$ cat src/rtl/sclgen_pkg.sv
package sclgen_pkg;

  localparam int CCR_W = 12;
  localparam int LEN_W = CCR_W + 4;

  typedef enum logic [1:0] {
    PH_IDLE = 2'd0,
    PH_WAIT = 2'd1,
    PH_HIGH = 2'd2,
    PH_LOW  = 2'd3
  } phase_e;

  // Smallest legal control value for the selected mode.
  function automatic logic [CCR_W-1:0] ccr_floor(input logic fast, input logic duty);
    return (fast && duty) ? CCR_W'(1) : CCR_W'(4);
  endfunction

  function automatic logic [CCR_W-1:0] ccr_clamp(input logic [CCR_W-1:0] raw,
                                                 input logic fast, input logic duty);
    logic [CCR_W-1:0] fl;
    fl = ccr_floor(fast, duty);
    return (raw < fl) ? fl : raw;
  endfunction

  function automatic logic [4:0] high_mult(input logic fast, input logic duty);
    return (fast && duty) ? 5'd9 : 5'd1;
  endfunction

  function automatic logic [4:0] low_mult(input logic fast, input logic duty);
    if (!fast) return 5'd1;
    return duty ? 5'd16 : 5'd2;
  endfunction

  function automatic logic [LEN_W-1:0] scale(input logic [CCR_W-1:0] c, input logic [4:0] m);
    logic [LEN_W-1:0] p;
    p = LEN_W'(c) * LEN_W'(m);
    return p;
  endfunction

endpackage

$ cat src/rtl/sclgen_phase_calc.sv
module sclgen_phase_calc
  import sclgen_pkg::*;
(
  input  logic             clk,
  input  logic             rst_n,
  input  logic [7:0]       ccr_lo_i,
  input  logic [7:0]       ccr_hi_i,
  output logic [LEN_W-1:0] hi_len_o,
  output logic [LEN_W-1:0] lo_len_o
);

  logic             fast_sel;
  logic             duty_sel;
  logic [CCR_W-1:0] raw_ccr;
  logic [CCR_W-1:0] eff_ccr;
  logic [1:0]       cfg_unused;

  assign fast_sel   = ccr_hi_i[7];
  assign duty_sel   = ccr_hi_i[6];
  assign cfg_unused = ccr_hi_i[5:4];
  assign raw_ccr    = {ccr_hi_i[CCR_W-9:0], ccr_lo_i};
  assign eff_ccr    = ccr_clamp(raw_ccr, fast_sel, duty_sel);

  assign hi_len_o = scale(eff_ccr, high_mult(fast_sel, duty_sel));
  assign lo_len_o = scale(eff_ccr, low_mult(fast_sel, duty_sel));

  // even split in standard mode
  p_even_split_r2: assert property (@(posedge clk) disable iff (!rst_n)
    !fast_sel |-> (lo_len_o == hi_len_o));
  // low twice high in fast mode, duty clear
  p_two_to_one_r3: assert property (@(posedge clk) disable iff (!rst_n)
    (fast_sel && !duty_sel) |-> (lo_len_o == {hi_len_o[LEN_W-2:0], 1'b0}));
  // 16:9 in fast mode, duty set
  p_sixteen_nine_r4: assert property (@(posedge clk) disable iff (!rst_n)
    (fast_sel && duty_sel) |-> (int'(hi_len_o) * 16 == int'(lo_len_o) * 9));
  // floor of four outside the 16:9 mode
  p_floor_four_r5: assert property (@(posedge clk) disable iff (!rst_n)
    !(fast_sel && duty_sel) |-> (hi_len_o >= LEN_W'(4) && lo_len_o >= LEN_W'(4)));
  // never a zero-length phase
  p_nonzero_r6: assert property (@(posedge clk) disable iff (!rst_n)
    (hi_len_o != '0) && (lo_len_o != '0));

endmodule

$ cat src/rtl/sclgen_line_sync.sv
module sclgen_line_sync #(
  parameter int STAGES = 2
) (
  input  logic clk,
  input  logic rst_n,
  input  logic line_i,
  output logic line_hi_o
);

  generate
    if (STAGES == 0) begin : g_direct
      assign line_hi_o = line_i;
    end else begin : g_chain
      logic [STAGES-1:0] chain_q;
      always_ff @(posedge clk or negedge rst_n) begin
        if (!rst_n) chain_q <= '1;
        else if (STAGES == 1) chain_q <= line_i;
        else chain_q <= {chain_q[STAGES-2:0], line_i};
      end
      assign line_hi_o = chain_q[STAGES-1];
    end
  endgenerate

endmodule

$ cat src/rtl/sclgen_phase_fsm.sv
module sclgen_phase_fsm
  import sclgen_pkg::*;
(
  input  logic             clk,
  input  logic             rst_n,
  input  logic             enable_i,
  input  logic             line_hi_i,
  input  logic [LEN_W-1:0] hi_len_i,
  input  logic [LEN_W-1:0] lo_len_i,
  output logic             scl_low_o,
  output logic             rise_stb_o,
  output logic             fall_stb_o
);

  phase_e           phase_q;
  logic [LEN_W-1:0] cnt_q;
  logic             cnt_done;

  assign cnt_done = (cnt_q == '0);

  always_ff @(posedge clk or negedge rst_n) begin
    if (!rst_n) begin
      phase_q    <= PH_IDLE;
      cnt_q      <= '0;
      rise_stb_o <= 1'b0;
      fall_stb_o <= 1'b0;
    end else begin
      rise_stb_o <= 1'b0;
      fall_stb_o <= 1'b0;
      if (!enable_i) begin
        phase_q <= PH_IDLE;
        cnt_q   <= '0;
      end else begin
        unique case (phase_q)
          PH_IDLE: phase_q <= PH_WAIT;
          PH_WAIT: begin
            if (line_hi_i) begin
              phase_q    <= PH_HIGH;
              cnt_q      <= hi_len_i - LEN_W'(1);
              rise_stb_o <= 1'b1;
            end
          end
          PH_HIGH: begin
            if (cnt_done) begin
              phase_q    <= PH_LOW;
              cnt_q      <= lo_len_i - LEN_W'(1);
              fall_stb_o <= 1'b1;
            end else begin
              cnt_q <= cnt_q - LEN_W'(1);
            end
          end
          PH_LOW: begin
            if (cnt_done) phase_q <= PH_WAIT;
            else cnt_q <= cnt_q - LEN_W'(1);
          end
          default: phase_q <= PH_IDLE;
        endcase
      end
    end
  end

  assign scl_low_o = (phase_q == PH_LOW);

  // disable releases the line on the next cycle
  p_disable_release_r9: assert property (@(posedge clk) disable iff (!rst_n)
    !enable_i |=> (!scl_low_o && !rise_stb_o && !fall_stb_o));
  // a high phase starts only after the synchronized line read high
  p_rise_after_line_r7: assert property (@(posedge clk) disable iff (!rst_n)
    rise_stb_o |-> $past(line_hi_i));
  // strobes never coincide
  p_strobe_excl_r8: assert property (@(posedge clk) disable iff (!rst_n)
    !(rise_stb_o && fall_stb_o));
  // fall strobe marks the first pulled-low cycle
  p_fall_marks_low_r8: assert property (@(posedge clk) disable iff (!rst_n)
    fall_stb_o |-> (scl_low_o && !$past(scl_low_o)));
  // rise strobe is one cycle wide
  p_rise_single_r8: assert property (@(posedge clk) disable iff (!rst_n)
    rise_stb_o |=> !rise_stb_o);

endmodule

$ cat src/rtl/sclgen_top.sv
module sclgen_top
  import sclgen_pkg::*;
#(
  parameter int SYNC_STAGES = 2
) (
  input  logic       clk,
  input  logic       rst_n,
  input  logic       enable_i,
  input  logic [7:0] ccr_lo_i,
  input  logic [7:0] ccr_hi_i,
  input  logic       scl_line_i,
  output logic       scl_low_o,
  output logic       rise_stb_o,
  output logic       fall_stb_o
);

  logic [LEN_W-1:0] hi_len;
  logic [LEN_W-1:0] lo_len;
  logic             line_hi;

  sclgen_phase_calc u_calc (
    .clk      (clk),
    .rst_n    (rst_n),
    .ccr_lo_i (ccr_lo_i),
    .ccr_hi_i (ccr_hi_i),
    .hi_len_o (hi_len),
    .lo_len_o (lo_len)
  );

  sclgen_line_sync #(.STAGES(SYNC_STAGES)) u_sync (
    .clk       (clk),
    .rst_n     (rst_n),
    .line_i    (scl_line_i),
    .line_hi_o (line_hi)
  );

  sclgen_phase_fsm u_fsm (
    .clk        (clk),
    .rst_n      (rst_n),
    .enable_i   (enable_i),
    .line_hi_i  (line_hi),
    .hi_len_i   (hi_len),
    .lo_len_i   (lo_len),
    .scl_low_o  (scl_low_o),
    .rise_stb_o (rise_stb_o),
    .fall_stb_o (fall_stb_o)
  );

  // the line is only released, never pulled, while the synchronizer reads low
  p_low_ends_release_r7: assert property (@(posedge clk) disable iff (!rst_n)
    $fell(scl_low_o) |-> !rise_stb_o);

endmodule

$ cat config.mk
export PLATFORM = sky130hd
export DESIGN_NAME = sclgen_top
export DESIGN_NICKNAME = d
export VERILOG_FILES = /design/src/rtl/sclgen_pkg.sv /design/src/rtl/sclgen_phase_calc.sv /design/src/rtl/sclgen_line_sync.sv /design/src/rtl/sclgen_phase_fsm.sv /design/src/rtl/sclgen_top.sv
export SDC_FILE = /design/constraint.sdc
export NUM_CORES = 1
export LEC_CHECK = 0
export ABC_CLOCK_PERIOD_IN_PS = 2910
export BUFFER_PORTS_ARGS = -buffer_cell sky130_fd_sc_hd__buf_2
export CORE_MARGIN = 3
export CORE_UTILIZATION = 50
export DETAILED_ROUTE_END_ITERATION = 12
export PLACE_DENSITY = 0.72
export SLEW_MARGIN = 0
export SYNTH_ARGS = -nofsm -noshare
export SYNTH_HDL_FRONTEND = slang
export SYNTH_SLANG_ARGS = --single-unit
$ cat constraint.sdc
create_clock -name clk -period 2.91 [get_ports clk]
set_clock_uncertainty 0.1 [all_clocks]
set_input_delay 0 -clock clk [delete_from_list [all_inputs] [get_ports clk]]
set_output_delay 0 -clock clk [all_outputs]
set_load 0.05 [all_outputs]
Yosys cells after proc, flatten, opt, wreduce, memory -nomap -nowiden
Cells that the tools add are included.
Word-level totals
  logic and storage cells: 45
  input port bits: 20
  register bits: 22
Operators by class
  mux-type cells: 21
  $lt $le $gt $ge: 1
  $mul: 2
  eq/ne operators: 8
  add/subtract/negate cells: 3
  reduce and logical (&&, ||, !) cells: 5
Operators with widths (count)
  16-bit 2-to-1 mux: 4
  16-bit one-hot mux with 3 select lines: 1
  16-bit by 1-bit subtractor with 16-bit output, second input constant: 3
  12-bit by 5-bit multiplier with 16-bit output: 2
  16-bit logical NOT: 1
  12-bit < comparator: 1
  12-bit 2-to-1 mux: 1
  5-bit 2-to-1 mux: 2
  2-bit 2-to-1 mux: 4
  2-bit one-hot mux with 4 select lines: 1
  1-bit 2-to-1 mux: 6
  3-bit by 2-bit inequality test with 1-bit output, second input constant: 2
  3-bit inequality test, second input constant: 2
  3-bit AND reduction: 2
  2-bit == test, second input constant: 2
  4-bit 2-to-1 mux: 1
  4-bit by 1-bit inequality test with 1-bit output, second input constant: 1
  3-bit 2-to-1 mux: 1
  2-bit by 1-bit == test with 1-bit output, second input constant: 1
  2-bit logical NOT: 1
  1-bit logical AND: 1

Longest topological paths before layout
  word-level depth: 9
  depth in mapped cells: 20
  depth with buffers taken out: 20

Modules after synthesis
Synthesis repeated with hierarchy kept, for this count alone.
Second synthesis, totals
  cell total of the unflattened synthesis: 517
  area, all modules: 3976.3 um^2
By module, submodules not included
  sclgen_phase_fsm: cells each 265, area an instance 2048.2 um^2, instances 1, seq. area each 500.5 um^2
  sclgen_phase_calc: cells each 250, area an instance 1875.5 um^2, instances 1, seq. area each 0.0 um^2
  sclgen_line_sync: cells each 2, area an instance 52.6 um^2, instances 1, seq. area each 52.6 um^2

Worst setup path before layout
No wires, ideal clock.
  path type: in2reg
  from: input port ccr_hi_i[7]
  to: register u_fsm.cnt_q[14]
  arrival: 3.627 ns
  stages: 17
  setup slack: -0.939 ns
  buffers on the path: 1
  data required time: 2.688 ns
  cell sequence: clkbuf_1 > nor2b_1 > and2_1 > ha_1 > inv_1 > fa_1 > fa_1 > inv_1 > ha_1 > o21a_1 > o31a_1 > o41ai_1 > o21ai_0 > a21oi_1 > mux2i_1 > nand2_1 > a32o_1
Between the ends
  word-level cells in the longest chain between the ends: 9
  elaborated cells between the ends (all ways): 14
  those cells by class: add/sub: 2; mul: 2; order compare: 1; mux: 8; reduce/logical: 1
Ends and longest elaborated chain
  start: declaration: RTL line sclgen_top.sv:10  | input logic [7:0] ccr_hi_i,
  1-bit logical AND: RTL line sclgen_pkg.sv:15, sclgen_pkg.sv:26
  3-bit 2-to-1 mux: RTL line sclgen_pkg.sv:15  | return (fast && duty) ? CCR_W'(1) : CCR_W'(4);
  12-bit < comparator: RTL line sclgen_pkg.sv:22  | return (raw < fl) ? fl : raw;
  12-bit 2-to-1 mux: RTL line sclgen_pkg.sv:22
  12-bit by 5-bit multiplier with 16-bit output: RTL line sclgen_pkg.sv:36  | p = LEN_W'(c) * LEN_W'(m);
  16-bit by 1-bit subtractor with 16-bit output, on equally long branches: RTL line sclgen_phase_fsm.sv:46, sclgen_phase_fsm.sv:39
  16-bit 2-to-1 mux, on equally long branches: RTL line sclgen_phase_fsm.sv:44, sclgen_phase_fsm.sv:37
  16-bit one-hot mux with 3 select lines *: RTL line sclgen_phase_fsm.sv:34  | unique case (phase_q)
  16-bit 2-to-1 mux *: RTL line sclgen_phase_fsm.sv:30  | if (!enable_i) begin
  end signal: assignment: RTL line sclgen_phase_fsm.sv:39  | cnt_q <= hi_len_i - LEN_W'(1);
  end signal: assignment: RTL line sclgen_phase_fsm.sv:46  | cnt_q <= lo_len_i - LEN_W'(1);
  end signal: assignment: RTL line sclgen_phase_fsm.sv:49  | cnt_q <= cnt_q - LEN_W'(1);
  end: declaration: RTL line sclgen_phase_fsm.sv:16  | logic [LEN_W-1:0] cnt_q;
Every way passes the cells marked *; elsewhere a longest branch is shown, timed or not. The select of a mux whose other input is x is not followed.
A chain may end at the register's enable or synchronous reset.

Worst setup path after layout
  from: input port ccr_hi_i[0]
  to: register u_fsm.cnt_q[12]
Between the ends
  word-level cells in the longest chain between the ends: 7
  elaborated cells between the ends (all ways): 10
  those cells by class: add/sub: 2; mul: 2; order compare: 1; mux: 5
Ends and longest elaborated chain (RTL line)
  12-bit < comparator: sclgen_pkg.sv:22
  12-bit 2-to-1 mux *: sclgen_pkg.sv:22
  12-bit by 5-bit multiplier with 16-bit output: sclgen_pkg.sv:36
  16-bit by 1-bit subtractor with 16-bit output, on equally long branches: sclgen_phase_fsm.sv:46, sclgen_phase_fsm.sv:39
  16-bit 2-to-1 mux, on equally long branches: sclgen_phase_fsm.sv:44, sclgen_phase_fsm.sv:37
  16-bit one-hot mux with 3 select lines *: sclgen_phase_fsm.sv:34
  16-bit 2-to-1 mux *: sclgen_phase_fsm.sv:30
Marked as above.

==> results.py <==
metrics = {
    "worst_hold_path": {
        "worstHoldStart": "enable_i",
        "whs_path_depth": 2,
        "min_to": "u_fsm.cnt_q[6]",
        "hold_class": "in2reg",
    },
    "finish": {
        "n_fill_cell": 623,
        "layout.nets": 779,
        "syn_to_final_growth_pct": 39.89,
        "drive_gt1_frac": 0.3626,
        "multi_input_area_mm2": 0.003866,
        "register_area_um2": 553.0,
        "layout_common_cells": "buf_4, inv_1, ha_1, nand2_1, nor2_1",
        "layout_commonest_cell": "buf_4",
        "diodes": 0,
        "final_cell_area_mm2": 0.005998,
    },
    "placed_design": {
        "gp_congestion": 0.8991,
        "place_area_mm2": 0.005351,
        "post-dp-hpwl_um": 9713,
        "io_buffers": 20,
        "dp_slack_ps": -1077,
    },
    "sta": {
        "tightest_slew_ps": 612.6,
        "setup_ws_ps": -726.7,
        "finalHoldViolations": 0,
        "maxSlewViolCount": 0,
        "whs_ps": 45.68,
        "fmax_ghz": 0.2750,
        "setup_tns_ps": -6316,
        "rsz0062_at_grt": "yes",
        "slew-limit-headroom": 0.5916,
        "finalCritPeriodShare": 1.250,
        "finalSetupViolCount": 12,
        "fin_crit_ps": 3637,
    },
    "floorplan": {
        "core_area_mm2": 0.008258,
        "initial_core_util": 0.5192,
        "die_area_mm2": 0.009723,
        "die_h_um": 98.61,
        "rows": 33,
        "die_w_um": 98.61,
        "ios": 23,
    },
    "logic_synthesis": {
        "seq_area_frac_synth": 0.1290,
        "syn_nets": 653,
        "synth-edff-count": 0,
        "synthArstFlopShare": 1.000,
        "yosys_register_bits": 22,
        "yosys_warnings": 0,
        "synth_cell_types": 67,
        "synth_area_per_cell_um2": 7.825,
        "dominantRegCellSynth": "dfrtp_1",
        "synth_cells": 548,
        "synth_area_mm2": 0.004288,
    },
    "worst_setup_path": {
        "reg2reg_from": "u_fsm.cnt_q[10]",
        "crit_arrival_ps": 3730,
        "r2r_setup_slack_ps": 340,
        "crit_fanout": 3,
        "critPathMaxStageDelay_ps": 550,
        "crit_path_start_kind": "input pin",
        "reg2regPathDepth": 8,
        "cp-end-kind": "flip-flop",
        "crit_chain": "buf_8 > nor4_4 > nand4_1 > nand2_1 > nor2_1 > ha_2 > inv_2 > fa_1 > inv_2 > ha_4 > inv_2 > fa_2 > nor2b_2 > o31a_1 > o41ai_2 > o21ai_2 > buf_4 > xnor2_1 > o221ai_1 > o21ai_1 > o21ai_1",
        "reg2reg_to": "u_fsm.cnt_q[14]",
        "slowest_stage": "fa_1",
        "crit_top_cell": "inv_2",
        "worst-setup-path-type": "in2reg",
        "crit_required_ps": 3000,
    },
    "drt": {
        "drt-vias-per-instance": 5.761,
        "drt-initial-drc-count": 212,
        "dr.pass1.iters": 5,
        "via_count": 4482,
        "routed_wl_um": 13280,
        "ant_nets": 0,
        "drc": 0,
        "wl_per_cell_um": 17.07,
    },
    "power": {
        "p_leak_nw": 2.870,
        "p_per_area_mw_per_mm2": 605.2,
        "peakVddDrop_mv": 0.5997,
        "total_power_w": 0.003630,
    },
    "clock_network": {
        "clkTransAtPathRegs_ps": 90,
        "cts_buffers": 3,
        "clock_path_buffers": 2,
        "h-tree-depth": 1,
        "root_buffer": "clkbuf_8",
        "cts_tree": "yes",
        "clock_latency_ps": 270,
        "cts.sinks": 22,
    },
    "global_routing": {
        "antenna_found_initial": 0,
        "grt_usage": 0.2599,
        "overflow": 0,
        "grt_pass1_vias": 4624,
        "grt_max_degree": 23,
        "grt_pass1_wl_um": 21000,
    },
    "outcome": {
        "violations": "negative setup slack",
        "status": "complete, but fails checks",
    },
    "run": {
        "max_cap_viol_count": 0,
    },
}
-- how the worst max path moves through the flow --
stage / startpoint / endpoint / slack (ps) / cells after the start
finish: ccr_hi_i[0] / u_fsm.cnt_q[12] / -730 / 21
global route: ccr_hi_i[0] / u_fsm.cnt_q[12] / -820 / 21
CTS: ccr_lo_i[6] / u_fsm.cnt_q[14] / -650 / 19
detailed placement: ccr_hi_i[1] / u_fsm.cnt_q[15] / -1080 / 17
global placement: ccr_hi_i[1] / u_fsm.cnt_q[15] / -990 / 17
floorplan: ccr_hi_i[1] / u_fsm.cnt_q[14] / -580 / 18
-- area by class of cell --
cell class	count	share of cell area
clock buffer	3	0.006884
sequential	22	0.09220
multi-input combinational	427	0.6446
clock inverter	1	0.005006
timing repair buffer	144	0.1815
inverter	76	0.04798
tap	105	0.02190
-- Yosys cell counts, types with 3 or more instances --
master | count | area [um2]
inv_1 | 76 | 285.3
ha_1 | 62 | 775.7
nand2_1 | 40 | 150.1
nor2_1 | 40 | 150.1
o21ai_0 | 38 | 190.2
a21oi_1 | 31 | 155.2
fa_1 | 23 | 460.4
clkbuf_1 | 20 | 75.07
dfrtp_1 | 20 | 500.5
xnor2_1 | 20 | 175.2
xor2_1 | 18 | 157.7
nand2b_1 | 14 | 87.58
nand3_1 | 12 | 60.06
nor3_1 | 11 | 55.05
and2_1 | 10 | 62.56
nor2b_1 | 10 | 62.56
a211oi_1 | 7 | 52.55
and3_1 | 7 | 43.79
nor3b_1 | 6 | 45.04
a21o_1 | 5 | 37.54
o211ai_1 | 5 | 37.54
o21bai_1 | 4 | 30.03
o221ai_1 | 4 | 35.03
nor4_1 | 3 | 18.77
o21a_1 | 3 | 22.52
o31ai_1 | 3 | 22.52
or3_1 | 3 | 18.77
-- state kept, by name, summed over array words and instances (netlist names) --
name / flops
u_sync.g_chain.chain_q: 2
u_fsm.cnt_q: 16
u_fsm.phase_q: 2
u_fsm.fall_stb_o: 1
u_fsm.rise_stb_o: 1
-- through the flow --
step / util / cells
final: 0.7264 / 778
after global routing: 0.7264 / 778
after CTS: 0.6898 / 776
after detailed placement: 0.6480 / 756
after global placement: 0.6480 / 756
after floorplan: - / 548
-- power by group --
group	switching (W)	total (W)	internal (W)
combinational	0.00152	0.00281	0.00129
sequential	0.000129	0.000530	0.000400
clock	0.000106	0.000290	0.000184
-- routing by layer --
| layer | up-vias | GRT usage | routed length, um |
|---|---|---|---|
| met3 | 43 | 0.03185 | 649 |
| met1 | 2158 | 0.3286 | 5392 |
| li1 | 2120 | - | - |
| met5 | - | 0 | 0 |
| met4 | 0 | 0.08718 | 439 |
| met2 | 161 | 0.4587 | 6794 |
-- repair_timing --
item	in CTS	in global routing
hold endpoints to repair	23	0
pin swaps	46	55
buffers inserted	14	8
setup endpoints to repair	12	13
hold buffers	2	0
resized for setup	33	63
-- critical path, delay by kind of cell --
family | cells | cell delay (ps)
XOR/XNOR | 1 | 120
AO/OA/AOI/OAI | 6 | 1070
AND/OR/NAND/NOR | 5 | 860
adder cells (fa/ha/maj) | 4 | 1270
buffers and inverters | 5 | 400
-- kinds of logic (layout without fill, tap and decap cells) --
group,Yosys count,in the layout,share of synthesized area
AO/OA/AOI/OAI,128,128,0.1941
XOR/XNOR,38,38,0.07762
adder cells (fa/ha/maj),85,85,0.2883
buffers and inverters,99,224,0.09046
flip-flops,22,22,0.1290
multiplexers,2,2,0.004669
AND/OR/NAND/NOR,174,174,0.2159
Note: power is estimated with default switching activity, not from simulation.
